**config.mk**
```make
export PLATFORM = sky130hd
export DESIGN_NAME = rse_encoder
export DESIGN_NICKNAME = d
export VERILOG_FILES = /design/src/rtl/rse_pkg.sv /design/src/rtl/rse_cmul.sv /design/src/rtl/rse_divider.sv /design/src/rtl/rse_horner.sv /design/src/rtl/rse_ctrl.sv /design/src/rtl/rse_encoder.sv
export SDC_FILE = /design/constraint.sdc
export NUM_CORES = 1
export LEC_CHECK = 0
export ABC_AREA = 1
export BUFFER_PORTS_ARGS = -buffer_cell sky130_fd_sc_hd__buf_2
export CAP_MARGIN = 5
export CORE_UTILIZATION = 50
export DETAILED_ROUTE_END_ITERATION = 10
export PLACE_DENSITY = 0.7
export REMOVE_ABC_BUFFERS = 1
export SLEW_MARGIN = 20
export SYNTH_ARGS = -nofsm -noshare
export SYNTH_HDL_FRONTEND = slang
export SYNTH_SLANG_ARGS = --single-unit
```
**constraint.sdc**
```tcl
create_clock -name clk -period 6.9 [get_ports clk]
set_clock_uncertainty 0.05 [all_clocks]
set_input_delay 1.035 -clock clk [delete_from_list [all_inputs] [get_ports clk]]
set_output_delay 1.035 -clock clk [all_outputs]
set_load 0.02 [all_outputs]
```
**src/rtl/rse_pkg.sv**
```systemverilog
// Shared constants, types and GF(2^7) arithmetic for the extended RS encoder.
// Assumes the field polynomial x^7 + x^3 + 1 and consecutive generator roots.
package rse_pkg;
    localparam int SYM_W      = 7;
    localparam int MSG_LEN    = 122;
    localparam int NPAR       = 5;
    localparam int FIRST_ROOT = 1;
    localparam int EXT_POW    = FIRST_ROOT + NPAR;
    localparam int IDX_W      = $clog2(MSG_LEN);
    localparam int PCNT_W     = $clog2(NPAR + 1);

    typedef logic [SYM_W-1:0] sym_t;

    // Reduction term for x^7 = x^3 + 1
    localparam sym_t RED = sym_t'(7'h09);

    typedef enum logic [1:0] {PH_IDLE, PH_MSG, PH_PAR} phase_t;

    // Multiply by alpha
    function automatic sym_t gf_xtime(sym_t a);
        return {a[SYM_W-2:0], 1'b0} ^ (a[SYM_W-1] ? RED : '0);
    endfunction

    // General field product
    function automatic sym_t gf_mul(sym_t a, sym_t b);
        sym_t p = '0;
        sym_t s = a;
        for (int i = 0; i < SYM_W; i++) begin
            if (b[i]) p = p ^ s;
            s = gf_xtime(s);
        end
        return p;
    endfunction

    // alpha raised to n
    function automatic sym_t gf_pow(int n);
        sym_t r = sym_t'(1);
        for (int i = 0; i < n; i++) r = gf_xtime(r);
        return r;
    endfunction

    // Coefficient of X^k in the product of (X + alpha^j) over the generator roots
    function automatic sym_t gen_coef(int k);
        sym_t c [0:NPAR];
        sym_t root;
        for (int i = 0; i <= NPAR; i++) c[i] = '0;
        c[0] = sym_t'(1);
        for (int j = 0; j < NPAR; j++) begin
            root = gf_pow(FIRST_ROOT + j);
            for (int i = NPAR; i > 0; i--) c[i] = c[i-1] ^ gf_mul(c[i], root);
            c[0] = gf_mul(c[0], root);
        end
        return c[k];
    endfunction
endpackage

```
**src/rtl/rse_cmul.sv**
```systemverilog
// Constant multiplier in GF(2^7): y = a * K.
// Built as an XOR matrix whose columns are K * alpha^i, fixed at elaboration.
module rse_cmul import rse_pkg::*; #(
    parameter sym_t K = sym_t'(1)
) (
    input  sym_t a,
    output sym_t y
);
    sym_t part [SYM_W];

    for (genvar i = 0; i < SYM_W; i++) begin : g_col
        localparam sym_t COL = gf_mul(K, sym_t'(1) << i);
        assign part[i] = a[i] ? COL : '0;
    end

    // Sum of the selected columns
    always_comb begin
        y = '0;
        for (int i = 0; i < SYM_W; i++) y = y ^ part[i];
    end
endmodule

```
**src/rtl/rse_divider.sv**
```systemverilog
// Division shift register for the systematic parity.
// On step_msg it absorbs one message symbol; clr treats the register as zero.
// On step_out it shifts toward the top and fills with zero, presenting r4..r0.
// Assumes step_msg and step_out are never high together.
module rse_divider import rse_pkg::*; (
    input  logic clk,
    input  logic rst_n,
    input  logic clr,
    input  logic step_msg,
    input  logic step_out,
    input  sym_t din,
    output sym_t rem_hi,
    output logic empty
);
    sym_t rem  [NPAR];
    sym_t base [NPAR];
    sym_t tap  [NPAR];
    sym_t nxt  [NPAR];
    sym_t fb;

    // Register view for this step, zeroed at block start
    always_comb begin
        for (int i = 0; i < NPAR; i++) base[i] = clr ? '0 : rem[i];
    end

    assign fb = din ^ base[NPAR-1];

    for (genvar i = 0; i < NPAR; i++) begin : g_tap
        rse_cmul #(.K(gen_coef(i))) u_tap (.a(fb), .y(tap[i]));
    end

    // Next remainder after absorbing one symbol
    always_comb begin
        nxt[0] = tap[0];
        for (int i = 1; i < NPAR; i++) nxt[i] = base[i-1] ^ tap[i];
    end

    // Remainder register: absorb, drain or hold
    always_ff @(posedge clk) begin
        if (!rst_n) begin
            for (int i = 0; i < NPAR; i++) rem[i] <= '0;
        end else if (step_msg) begin
            for (int i = 0; i < NPAR; i++) rem[i] <= nxt[i];
        end else if (step_out) begin
            rem[0] <= '0;
            for (int i = 1; i < NPAR; i++) rem[i] <= rem[i-1];
        end
    end

    assign rem_hi = rem[NPAR-1];

    // Drained flag
    always_comb begin
        empty = 1'b1;
        for (int i = 0; i < NPAR; i++) if (rem[i] != '0) empty = 1'b0;
    end

    a_r3_one_step_kind: assert property (@(posedge clk) disable iff (!rst_n)
        !(step_msg && step_out));
endmodule

```
**src/rtl/rse_horner.sv**
```systemverilog
// Evaluates the streaming codeword at alpha^EXT_POW by Horner's rule:
// acc = acc * alpha^EXT_POW + symbol for every message and parity symbol.
// clr with step starts a fresh evaluation from the given symbol.
module rse_horner import rse_pkg::*; (
    input  logic clk,
    input  logic rst_n,
    input  logic clr,
    input  logic step,
    input  sym_t din,
    output sym_t acc
);
    sym_t src;
    sym_t prod;

    assign src = clr ? '0 : acc;

    rse_cmul #(.K(gf_pow(EXT_POW))) u_pt (.a(src), .y(prod));

    // Accumulator update
    always_ff @(posedge clk) begin
        if (!rst_n)    acc <= '0;
        else if (step) acc <= prod ^ din;
    end

    a_r6_clear_seeds: assert property (@(posedge clk) disable iff (!rst_n)
        (clr && step) |=> (acc == $past(din)));
endmodule

```
**src/rtl/rse_ctrl.sv**
```systemverilog
// Block sequencer: counts the information symbols, then runs the six
// output-only cycles (five parity, one extension) with input held off.
// A start-marked symbol always opens a new block; unmarked symbols
// arriving while no block is open are dropped.
module rse_ctrl import rse_pkg::*; (
    input  logic clk,
    input  logic rst_n,
    input  logic in_valid,
    input  logic in_start,
    output logic in_ready,
    output logic take,
    output logic clr,
    output logic par_step,
    output logic ext_step,
    output logic in_block
);
    phase_t              phase;
    logic [IDX_W-1:0]    idx;
    logic [IDX_W-1:0]    idx_eff;
    logic [PCNT_W-1:0]   pcnt;
    logic                hs;
    logic                last_msg;

    assign in_ready = (phase != PH_PAR);
    assign hs       = in_valid && in_ready;
    assign take     = hs && (in_start || phase == PH_MSG);
    assign clr      = hs && in_start;
    assign idx_eff  = in_start ? '0 : idx;
    assign last_msg = take && (idx_eff == IDX_W'(MSG_LEN - 1));
    assign par_step = (phase == PH_PAR) && (pcnt < PCNT_W'(NPAR));
    assign ext_step = (phase == PH_PAR) && (pcnt == PCNT_W'(NPAR));
    assign in_block = (phase == PH_MSG);

    // Phase, symbol index and output-cycle counter
    always_ff @(posedge clk) begin
        if (!rst_n) begin
            phase <= PH_IDLE;
            idx   <= '0;
            pcnt  <= '0;
        end else begin
            case (phase)
                PH_IDLE, PH_MSG: begin
                    if (take) begin
                        if (last_msg) begin
                            phase <= PH_PAR;
                            pcnt  <= '0;
                        end else begin
                            phase <= PH_MSG;
                            idx   <= idx_eff + 1'b1;
                        end
                    end
                end
                PH_PAR: begin
                    if (ext_step) begin
                        phase <= PH_IDLE;
                        pcnt  <= '0;
                    end else begin
                        pcnt <= pcnt + 1'b1;
                    end
                end
                default: phase <= PH_IDLE;
            endcase
        end
    end

    a_r5_six_held: assert property (@(posedge clk) disable iff (!rst_n)
        last_msg |=> !in_ready ##1 !in_ready ##1 !in_ready ##1 !in_ready
                     ##1 !in_ready ##1 !in_ready ##1 in_ready);

    a_r6_start_opens: assert property (@(posedge clk) disable iff (!rst_n)
        (clr && !last_msg) |=> in_block);
endmodule

```
**src/rtl/rse_encoder.sv**
```systemverilog
// Extended systematic RS encoder, 122 information + 6 check symbols of 7 bits.
// Input symbols are echoed one cycle after acceptance; then r4..r0 and the
// evaluation at alpha^6 follow on six consecutive cycles. The output has no
// backpressure; the consumer must take every valid symbol.
module rse_encoder import rse_pkg::*; (
    input  logic             clk,
    input  logic             rst_n,
    input  logic             in_valid,
    input  logic             in_start,
    input  logic [SYM_W-1:0] in_data,
    output logic             in_ready,
    output logic             out_valid,
    output logic [SYM_W-1:0] out_data,
    output logic             out_last
);
    logic take, clr, par_step, ext_step, in_block, div_empty;
    sym_t rem_hi, ev_acc, ev_din;

    rse_ctrl u_ctrl (
        .clk(clk), .rst_n(rst_n), .in_valid(in_valid), .in_start(in_start),
        .in_ready(in_ready), .take(take), .clr(clr), .par_step(par_step),
        .ext_step(ext_step), .in_block(in_block)
    );

    rse_divider u_div (
        .clk(clk), .rst_n(rst_n), .clr(clr), .step_msg(take),
        .step_out(par_step), .din(in_data), .rem_hi(rem_hi), .empty(div_empty)
    );

    assign ev_din = take ? in_data : rem_hi;

    rse_horner u_ev (
        .clk(clk), .rst_n(rst_n), .clr(clr), .step(take | par_step),
        .din(ev_din), .acc(ev_acc)
    );

    // Output register: echo, parity or extension symbol
    always_ff @(posedge clk) begin
        if (!rst_n) begin
            out_valid <= 1'b0;
            out_last  <= 1'b0;
            out_data  <= '0;
        end else begin
            out_valid <= take | par_step | ext_step;
            out_last  <= ext_step;
            if (take)          out_data <= in_data;
            else if (par_step) out_data <= rem_hi;
            else if (ext_step) out_data <= ev_acc;
        end
    end

    a_r2_echo: assert property (@(posedge clk) disable iff (!rst_n)
        take |=> (out_valid && !out_last && out_data == $past(in_data)));

    a_r4_last_drained: assert property (@(posedge clk) disable iff (!rst_n)
        out_last |-> div_empty);

    a_r4_last_reopens: assert property (@(posedge clk) disable iff (!rst_n)
        out_last |-> (in_ready && out_valid));

    a_r7_idle_drop: assert property (@(posedge clk) disable iff (!rst_n)
        (in_valid && in_ready && !in_start && !in_block) |=> !out_valid);
endmodule

```
### Word level (Yosys, flattened, before mapping)

Memories as Yosys holds them, arrays and structs flattened.
Index checks and enable logic that the tools add are counted.

| cells by class | value |
|---|---|
| add/sub/neg operators | 2 |
| order comparisons | 1 |
| equality and inequality tests | 8 |
| muxes and demuxes | 79 |
| bitwise gates (word level) | 55 |
| reduce and logical (&&, ||, !) cells | 14 |

Operators by type and width:

| operator | number |
|---|---|
| two-way mux 7 bit | 39 |
| bitwise XOR 7 bit | 21 |
| two-way mux 6 bit | 13 |
| bitwise XOR 7 x 6 -> 7 bit | 11 |
| bitwise XOR 7 x 5 -> 7 bit | 7 |
| two-way mux 5 bit | 7 |
| bitwise XOR 7 x 4 -> 7 bit | 2 |
| two-way mux 3 bit | 4 |
| two-way mux 4 bit | 3 |
| OR 1 bit | 12 |
| two-way mux 1 bit | 8 |
| adder 7 x 1 -> 7 bit (second input constant) | 1 |
| == test 7 bit (second input constant) | 1 |
| bitwise XOR 7 x 3 -> 7 bit | 1 |
| logical AND 1 bit | 6 |
| two-way mux 2 bit | 3 |
| inequality test 2 bit (second input constant) | 3 |
| one-hot mux 3 bit (2 select lines) | 1 |
| AND reduction 3 bit | 2 |
| one-hot mux 2 bit (2 select lines) | 1 |
| adder 3 x 1 -> 3 bit (second input constant) | 1 |
| == test 3 bit (second input constant) | 1 |
| less-than comparator 3 bit (second input constant) | 1 |
| nonzero test 3 bit | 1 |
| other kinds (9) | 9 |

| word-level totals | value |
|---|---|
| flip-flop bits (word level) | 28 |
| RAM bits | 35 |
| output and inout bits | 10 |
| memories kept | 1 |

Memories:

| name | words | bits a word | rd ports | clocked after Yosys merged registers in | wr ports | RTL line | text |
|---|---|---|---|---|---|---|---|
| u_div.rem | 5 | 7 | 5 | 0 | 5 | rse_divider.sv:15 | `sym_t rem [NPAR];` |

### Depth between registers and ports, before layout

| depth | value |
|---|---|
| depth in word-level cells | 15 |
| depth in mapped cells | 16 |
| depth with buffers taken out | 15 |

### By module

A second synthesis with hierarchy kept.

| second synthesis, totals | value |
|---|---|
| cell total of the unflattened synthesis | 775 |
| area, all modules | 5235.0 sq um |

By module, submodules not included:

| module | instances | cells an instance | area an instance (sq um) |
|---|---|---|---|
| rse_divider | 1 | 258 | 2269.7 |
| rse_ctrl | 1 | 114 | 743.2 |
| rse_encoder | 1 | 114 | 718.2 |
| rse_horner | 1 | 80 | 459.2 |
| rse_cmul (u_div.g_tap[4].u_tap) | 1 | 66 | 301.5 |
| rse_cmul (u_div.g_tap[3].u_tap) | 1 | 38 | 196.4 |
| rse_cmul (u_div.g_tap[0].u_tap) | 1 | 34 | 192.7 |
| rse_cmul (u_div.g_tap[2].u_tap) | 1 | 23 | 123.9 |
| rse_cmul (u_div.g_tap[1].u_tap) | 1 | 24 | 116.4 |
| rse_cmul (u_ev.u_pt) | 1 | 24 | 113.9 |

### Least setup slack after synthesis

No wires, ideal clock.

| timing | value |
|---|---|
| path type | input-to-reg |
| start point | input in_start |
| end point | memory u_div.rem[0][0] (netlist bit) (enable) |
| data arrival time | 2.267 ns |
| data required time | 6.262 ns |
| path slack | 3.994 ns |
| stages | 6 |
| cell sequence | nand2_1 > inv_2 > nand2_4 > nand2_4 > inv_4 > nand3_1 |

RTL lines:

| element | RTL line | text |
|---|---|---|
| start: declaration | rse_encoder.sv:9 | `input logic in_start,` |
| end: declaration | rse_divider.sv:15 |  |

==> flow_summary.toml <==
[pwr]
p_leak_nw = 2.01
swShare_pct = 36.7
clock_power_share_pct = 28.1
p_sw_mw = 0.400
seqPwrFrac_pct = 42.7
peakVddDrop_uv = 100
power_frac_comb_pct = 29.2
internal_power_mw = 0.689
p_per_area_nw_per_um2 = 235

[sta]
tightestPinTransition_ps = 910
drv_slew = 0
timing.slew.headroom_pct = 39.3
fin_crit_ps = 3160
finalWorstSetupSlack_ps = 3740
holdWs_ps = 440
finalHoldViolations = 0
finalCritPeriodShare_pct = 45.7
final-setup-viol-count = 0
clock.fmax_mhz = 317
rsz0062_at_grt = "no"
setup-tns-final_ps = 0

[global_route]
grt_start_max_net_pins = 56
grt.overflow.total = 0
antenna_found_initial = 0
grt_pass1_vias = 3540
grt_pass1_wl_um = 16700
grt_usage_pct = 24.5

[logic_synthesis]
synth_area_leader_cell = "edfxtp_1"
syn_inst = 570
avgSynthCellArea_um2 = 7.51
ys_seq_area_share_pct = 37.7
yosysTopAreaCellShare_pct = 24.6
yosysUniqueCellTypes = 35
yosysWarnings = 0
ys_ff_latch = 63
syn-cell-area_um2 = 4280
ys_top_cells_by_area = "edfxtp_1 (25%), nand2_1 (16%), dfxtp_1 (13%)"

[clocking]
ctsRootBufferMaster = "clkbuf_8"
cts_max_level = 3
clockBufferDepth = 2
cts_tree = "done"
clkLatencyLatePin_ps = 360
post_cts_buffers = 0
cts-hold-fix-buffers = 0
ctsResizeCount = 0
clk_pin_slew_ps = 70
cts.sinks = 63
numCtsBuffers = 9

[finish]
syn2layout_area_growth_pct = 8.30
diodes = 0
final_util_pct = 56.1
drive_gt1_share_pct = 17.3
final_cell_mix = "nand2_1 (177), nand3_1 (46), inv_1 (43), a21oi_1 (38), edfxtp_1 (35)"
final_common_cell = "nand2_1"
fin_cells = 701
nets = 606

[placed_design]
place.gp.congestion = 0.887
numPortBuffers = 20
dpl.cell_count = 685
pre_cts_slack_ps = 3310
dp_hpwl_um = 7120

[outcome]
outcome = "finished clean"

[critical_path]
cp-end-kind = "flip-flop"
crit_chain = "buf_2 > nand2_1 > inv_2 > nand2_4 > nand2_4 > inv_4 > nand3_2"
criticalPathCategory = "in -> reg"
crit_buf_inv = 3
max_stage_delay_ps = 700
crit_arrival_ps = 2930
start_kind = "input port"
crit_slowest_cell = "nand3_2"
critPathMaxFanout = 55
crit_top_cell = "nand2_4"
path_delay_family = "simple AND/OR/NAND/NOR gates"
required_ps = 6670
reg2reg_slack_ps = 4150

[die]
num_io_pins = 21
rows = 33
core-area_um2 = 8260
dieHeight_um = 94.5
die_w_um = 94.5
dieArea_um2 = 8930
initial_core_util_pct = 51.8

[drt]
postRouteAntennaNets = 0
via_count = 3818
drc = 0
drt_iter0_markers = 292
routed_wirelength_um = 10200
vias_per_cell = 5.45
routedWlPerCell_um = 14.6
firstDrtPassIters = 5

[hold_path]
hold_path.class = "reg -> reg"

[job]
cap_violations = 0
[flip-flops by register name, summed over array words and instances, names as in the netlist]
| signal | flops |
|---|---|
| out_data | 7 |
| u_ctrl.pcnt | 3 |
| u_ctrl.idx | 7 |
| out_valid | 1 |
| u_ctrl.phase | 2 |
| out_last | 1 |
| u_div.rem | 35 |
| u_ev.acc | 7 |
[path summary, 6_finish.rpt]
kind                                 from                    endpoint  cells past startpoint
max                              in_start  u_div.rem[0][21]$_DFFE_PP_                      7
min            u_ctrl.idx[2]$_SDFFE_PN0P_  u_ctrl.idx[2]$_SDFFE_PN0P_                      2
max reg2reg  u_ctrl.phase[0]$_SDFFE_PN0P_  u_div.rem[0][21]$_DFFE_PP_                      6
min reg2reg    u_ctrl.idx[2]$_SDFFE_PN0P_  u_ctrl.idx[2]$_SDFFE_PN0P_                      2
[layout make-up]
class                           instances  area, µm²
Tap cell                              105        131
Clock inverter                          6       41.3
Multi-Input combinational cell        444       2400
Timing Repair Buffer                   22        115
Sequential cell                        63       1610
Clock buffer                           10        138
Inverter                               51        194
Fill cell                             775       3620
[worst register-to-register path, stage by stage, from the launching register on]
cell and delay (ps):
dfxtp_1 320, inv_1 90, nand2_2 110, nand2_4 510
nand2_4 230, inv_4 180, nand3_2 700
[through the flow]
stage	power [mW]	cell area, µm²
detailed placement	0.785	4460
CTS	1.09	4630
floorplan	0.712	4200
global route	1.15	4630
global placement	0.776	4460
finish	1.09	4630
[cells by family after synthesis]
family | share of synthesized area [%]
xor gates and xnor gates | 9.68
DFF | 37.7
buffers and inverters | 6.29
adders and majority gates | 1.17
and+or+nand+nor | 33.3
AOI/OAI and AO/OA | 11.9
[power groups by stage]
| stage | Combinational [mW] | Sequential, mW | Clock (mW) |
|---|---|---|---|
| 6_report | 0.318 | 0.464 | 0.306 |
| 5_1_grt | 0.355 | 0.468 | 0.323 |
| 4_1_cts | 0.315 | 0.464 | 0.309 |
| 3_5_place_dp | 0.313 | 0.472 | 0 |
| 3_3_place_gp | 0.305 | 0.471 | 0 |
| 2_1_floorplan | 0.242 | 0.470 | 0 |
[synth_stat cells]
master    instances
xnor2_4           1
a41oi_1           5
inv_2             6
xor2_1           22
nand2_1         177
buf_4             1
buf_8             1
dfxtp_1          28
nor3_1            5
clkinv_1          1
nor2_2            2
or2_2             3
or2_1             1
nor2_1           23
clkbuf_1          3
o21ai_2           1
o21ai_1          14
inv_4             1
nand2_4          13
buf_6             1
inv_1            43
edfxtp_1         35
xor2_2            2
nand3_2           6
o22ai_1           2
xnor2_2           4
nor4_1            2
xnor2_1          11
ha_1              4
nand3_1          47
nand2_2          25
o21bai_1          2
a21oi_1          38
o21ai_0          34
buf_2             6
[routing by layer]
metal,routed length (µm),track usage [%]
met5,0,0
met4,254,11.2
met3,738,4.11
met2,4580,39.6
met1,4630,32.0
No activity file was read; power rests on OpenSTA's default activity.
